**config.mk**
```make
export PLATFORM = sky130hd
export DESIGN_NAME = i2c_regwr_master
export DESIGN_NICKNAME = d
export VERILOG_FILES = /design/src/rtl/i2c_regwr_master.sv
export SDC_FILE = /design/constraint.sdc
export NUM_CORES = 1
export LEC_CHECK = 0
export BUFFER_PORTS_ARGS = -buffer_cell sky130_fd_sc_hd__buf_2
export CORE_MARGIN = 5
export CORE_UTILIZATION = 58
export CTS_CLUSTER_SIZE = 28
export DETAILED_ROUTE_END_ITERATION = 6
export GPL_TIMING_DRIVEN = 0
export PLACE_DENSITY = 0.82
export SYNTH_ARGS = -nofsm -noshare
export SYNTH_HDL_FRONTEND = slang
export SYNTH_SLANG_ARGS = --single-unit
export TNS_END_PERCENT = 30
```
**constraint.sdc**
```tcl
create_clock -name clk -period 2.1 [get_ports clk]
set_input_delay 0.105 -clock clk [delete_from_list [all_inputs] [get_ports clk]]
set_output_delay 0.105 -clock clk [all_outputs]
set_load 0.01 [all_outputs]
```
**src/rtl/i2c_regwr_master.sv**
```systemverilog
module i2c_regwr_master #(
  parameter int CLK_HZ  = 50_000_000,
  parameter int STD_HZ  = 100_000,
  parameter int FAST_HZ = 400_000
) (
  input  logic       clk,
  input  logic       rst_n,
  input  logic       start_i,
  input  logic       fast_i,
  input  logic [6:0] dev_addr_i,
  input  logic [7:0] reg_addr_i,
  input  logic [7:0] wr_data_i,
  input  logic       sda_i,
  output logic       scl_o,
  output logic       sda_oe_o,
  output logic       busy_o,
  output logic       done_o,
  output logic       nack_o
);
  localparam int QS = CLK_HZ / (4 * STD_HZ);
  localparam int QF = CLK_HZ / (4 * FAST_HZ);
  localparam int CW = $clog2(QS + 1);
  localparam logic [1:0] ST_IDLE = 2'd0, ST_START = 2'd1, ST_BIT = 2'd2, ST_STOP = 2'd3;

  logic [1:0]    st, qtr, byten;
  logic [3:0]    bitn;
  logic [23:0]   frame;
  logic [CW-1:0] cnt;
  logic          fast_q, ack_q;

  wire [CW-1:0] qlim = fast_q ? CW'(QF - 1) : CW'(QS - 1);

  always_ff @(posedge clk or negedge rst_n) begin
    if (!rst_n) begin
      st <= ST_IDLE; qtr <= '0; byten <= '0; bitn <= '0; frame <= '0; cnt <= '0;
      fast_q <= 1'b0; ack_q <= 1'b0;
      scl_o <= 1'b1; sda_oe_o <= 1'b0; busy_o <= 1'b0; done_o <= 1'b0; nack_o <= 1'b0;
    end else begin
      done_o <= 1'b0;
      if (st == ST_IDLE) begin
        if (start_i) begin
          frame  <= {dev_addr_i, 1'b0, reg_addr_i, wr_data_i};
          fast_q <= fast_i;
          st     <= ST_START;
          qtr    <= '0;
          cnt    <= '0;
          busy_o <= 1'b1;
          nack_o <= 1'b0;
        end
      end else if (cnt != qlim) begin
        cnt <= cnt + 1'b1;
      end else begin
        cnt <= '0;
        qtr <= qtr + 1'b1;
        case (st)
          ST_START:
            if (qtr == 2'd0) sda_oe_o <= 1'b1;
            else begin
              st <= ST_BIT; qtr <= '0; scl_o <= 1'b0; bitn <= '0; byten <= '0;
            end
          ST_BIT:
            case (qtr)
              2'd0: sda_oe_o <= (bitn == 4'd8) ? 1'b0 : ~frame[23];
              2'd1: scl_o <= 1'b1;
              2'd2: if (bitn == 4'd8) ack_q <= sda_i;
              default: begin
                scl_o <= 1'b0;
                if (bitn != 4'd8) begin
                  frame <= frame << 1;
                  bitn  <= bitn + 1'b1;
                end else if (ack_q || byten == 2'd2) begin
                  st     <= ST_STOP;
                  nack_o <= ack_q;
                end else begin
                  bitn  <= '0;
                  byten <= byten + 1'b1;
                end
              end
            endcase
          default:
            case (qtr)
              2'd0: sda_oe_o <= 1'b1;
              2'd1: scl_o <= 1'b1;
              2'd2: sda_oe_o <= 1'b0;
              default: begin
                st <= ST_IDLE; busy_o <= 1'b0; done_o <= 1'b1;
              end
            endcase
        endcase
      end
    end
  end
endmodule

```
==> qor.yml <==
synthesis:
  async_reset_ff_share_pct: 100
  synth_area_um2: 2690
  synth_edf_count: 0
  syn_area_per_cell_um2: 10.7
  yosys_warnings: 0
  synth_fa_ha_area_share_pct: 5.59
  synth_top_family_by_area: "compound AO/OA/AOI/OAI gates"
  synth-simple-area-share_pct: 19.0
  synth_top_area_cell: "dfrtp_1"
  synth_xor_area_share_pct: 0.979
  synth_compound_area_share_pct: 21.6
  synth_top_flop_cell: "dfrtp_1"
  yosys-top-cells-area: "dfrtp_1, o221a_1, ha_1"
  synthCells: 251
  ys_ff_latch: 48
  syn_nets: 291
  yosysTopAreaCellShare_pct: 43.8
  synth.area.mux_share_pct: 4.01
  ys_types: 55
  ys_seq_area_share_pct: 44.8
clock_network:
  hold_buffers: 0
  clkSinkCount: 48
  insertion_delay_ns: 0.30
  htree_levels: 2
  cts_buffers: 5
  clk_pin_slew_ns: 0.09
  cts_root_buf: "clkbuf_8"
  clock_path_buffers: 2
  cts_tree: "yes"
routing:
  drtIter0Drc: 146
  wl_per_cell_um: 17.3
  drc: 0
  ant_nets: 0
  vias_per_cell: 6.09
  drtPass1Iterations: 4
  drt-total-wl_um: 5920
  vias: 2088
critical_path:
  crit_top_cell: "buf_2"
  critPathKind: "flop to flop"
  cp_num_buf_inv: 3
  reg2reg_to: "frame[7]"
  startpoint_type: "flop"
  r2r_setup_slack_ns: 0.12
  crit_fanout: 10
  reg2reg_from: "st[0]"
  worstRegToRegCells: 7
  critPathCaptureType: "flop"
  critPathTopFamily: "buffers and inverters"
  critPathMaxStageDelay_ns: 0.41
  worstPathArrival_ns: 2.17
  crit_slowest_cell: "dfrtp_1"
  required_ns: 2.29
  worstPathCellList: "inv_1 > ha_1 > buf_2 > mux2i_4 > a21oi_4 > buf_2 > o221a_1"
timing:
  relSlewSlack_pct: 31.4
  fmax_ghz: 0.505
  setup_viol: 0
  timing.hold.ws_ns: -0.0261
  setup_slack_ns: 0.122
  finalHoldViolations: 47
  worst_pin_slew_ns: 1.03
  period_needed_ns: 1.98
  drv_slew: 0
  fin_skew_ns: 0.00677
  setup_tns_ns: 0
  fin_crit_sh_pct: 94.2
floorplanning:
  coreArea_um2: 4410
  rows: 24
  start_util_pct: 60.8
  die_h_um: 78.0
  io_pins: 33
  dieArea_um2: 6090
  die_width_um: 78.0
pwr:
  leakage_nw: 1.30
  finalPower_mw: 3.45
  power.density_nw_per_um2: 1130
  ir_drop_v: 0.000598
grt:
  grt_pass1_wl_um: 10200
  grt_pass1_vias: 2128
  track_usage_pct: 20.0
  antenna_found_initial: 0
  grt_max_degree: 49
  gr-total-overflow: 0
placed_design:
  hpwl_um: 4180
  pre_cts_slack_ns: -0.149
  place_congestion: 0.855
  port-buffer-count: 32
final_layout:
  n_antenna_cell: 0
  syn_to_final_growth_pct: 14.0
  fin_nets: 330
  drive_above_1_share_pct: 31.3
outcome:
  status: "finished, violations left"
  violations: "hold timing"
job:
  maxCapViolCount: 0
hold_path:
  hp-class: "input port to async pin"
==> worst reg2reg max path, stage by stage (launching register included) <==
cell	delay, ns
dfrtp_1	0.41
inv_1	0.11
ha_1	0.16
buf_2	0.25
mux2i_4	0.38
a21oi_4	0.08
buf_2	0.21
o221a_1	0.26
==> registers in the layout (all words and copies together) (netlist names) <==
register and flops:
cnt 7, frame 24, st 2, ack_q 1, scl_o 1, nack_o 1
busy_o 1, fast_q 1, qtr 2, sda_oe_o 1, bitn 4, done_o 1
byten 2
==> placed cells by master, fill, tap and decap left out, drive strengths merged, types with 2 or more instances in the layout <==
cell type / count
o211ai: 2
nor2b: 3
a211oi: 2
o221a: 22
nor2: 5
nand2: 17
a21oi: 6
o21ai: 13
nand3: 13
or3: 2
xor2: 3
mux2i: 4
inv: 14
nor3b: 2
ha: 12
o31ai: 5
and3: 2
buf: 36
o22ai: 2
clkbuf: 12
mux2: 6
nor3: 5
or2: 23
and4bb: 2
o2111ai: 2
nand4: 3
a31oi: 5
dfrtp: 47
==> cell families after synthesis <==
kind of cell,after synthesis
flops,48
fa+ha+maj,12
mux,10
compound gates,68
simple gates,86
xor+xnor,3
buf+inv,24
==> per-stage QoR <==
stage                     utilization (%)  cells  hold WS (ns)  instance area [um^2]
after floorplan                         -    251        -0.191                  2690
after global placement               65.9    335         0.337                  2910
after detailed placement             65.9    335         0.345                  2910
after CTS                            68.7    343        0.0106                  3030
after global routing                 69.4    343        0.0270                  3060
final                                69.4    343       -0.0261                  3060
==> cell type report <==
class / instances / area [um^2]
Multi-Input combinational cell: 179 / 1400
Fill cell: 337 / 1350
Sequential cell: 48 / 1200
Timing Repair Buffer: 32 / 160
Clock buffer: 5 / 68.8
Buffer: 11 / 67.6
Tap cell: 52 / 65.1
Inverter: 13 / 48.8
Clock inverter: 3 / 46.3
==> Yosys cell counts (all sizes together) (2+ instances only) <==
master,count
ha,12
nand2,17
nor2,5
xor2,3
mux2,6
clkbuf,7
nor2b,3
mux2i,4
o31ai,5
a21oi,6
dfrtp,47
nor3b,2
and3,2
inv,13
nand3,13
or3,2
o211ai,2
o22ai,2
and4bb,2
buf,4
o2111ai,2
or2,23
nor3,5
a211oi,2
a31oi,5
o221a,22
nand4,3
o21ai,13
==> worst max-delay path by stage <==
stage / endpoint / depth (start not counted) / startpoint / slack [ns]
6_report: frame[7] / 7 / st[0] / 0.12
5_1_grt: frame[7] / 7 / bitn[0] / -0.002
4_1_cts: byten[1] / 7 / st[0] / 0.06
3_5_place_dp: frame[23] / 7 / st[0] / -0.15
3_3_place_gp: frame[22] / 7 / st[0] / -0.12
2_1_floorplan: byten[1] / 7 / st[0] / 0.15
==> timing repair <==
action,4_1_cts,5_1_grt
endpoints found under the setup margin,22,22
buffers inserted,0,0
pin swaps,0,1
hold endpoints to repair,0,0
gates resized for setup,3,10
==> report_power, final <==
part | internal (mW) | switching, mW | total (mW)
Combinational | 0.641 | 0.642 | 1.28
Sequential | 1.23 | 0.249 | 1.48
Clock | 0.359 | 0.330 | 0.689
==> routing by layer <==
layer	track usage (%)	routed length (um)	vias up
met5	0	0	-
met4	4.73	49	0
met3	4.46	221	7
met2	31.4	2880	38
met1	28.5	2770	1023
li1	-	-	1020
No activity file was read; power rests on OpenSTA's default activity.
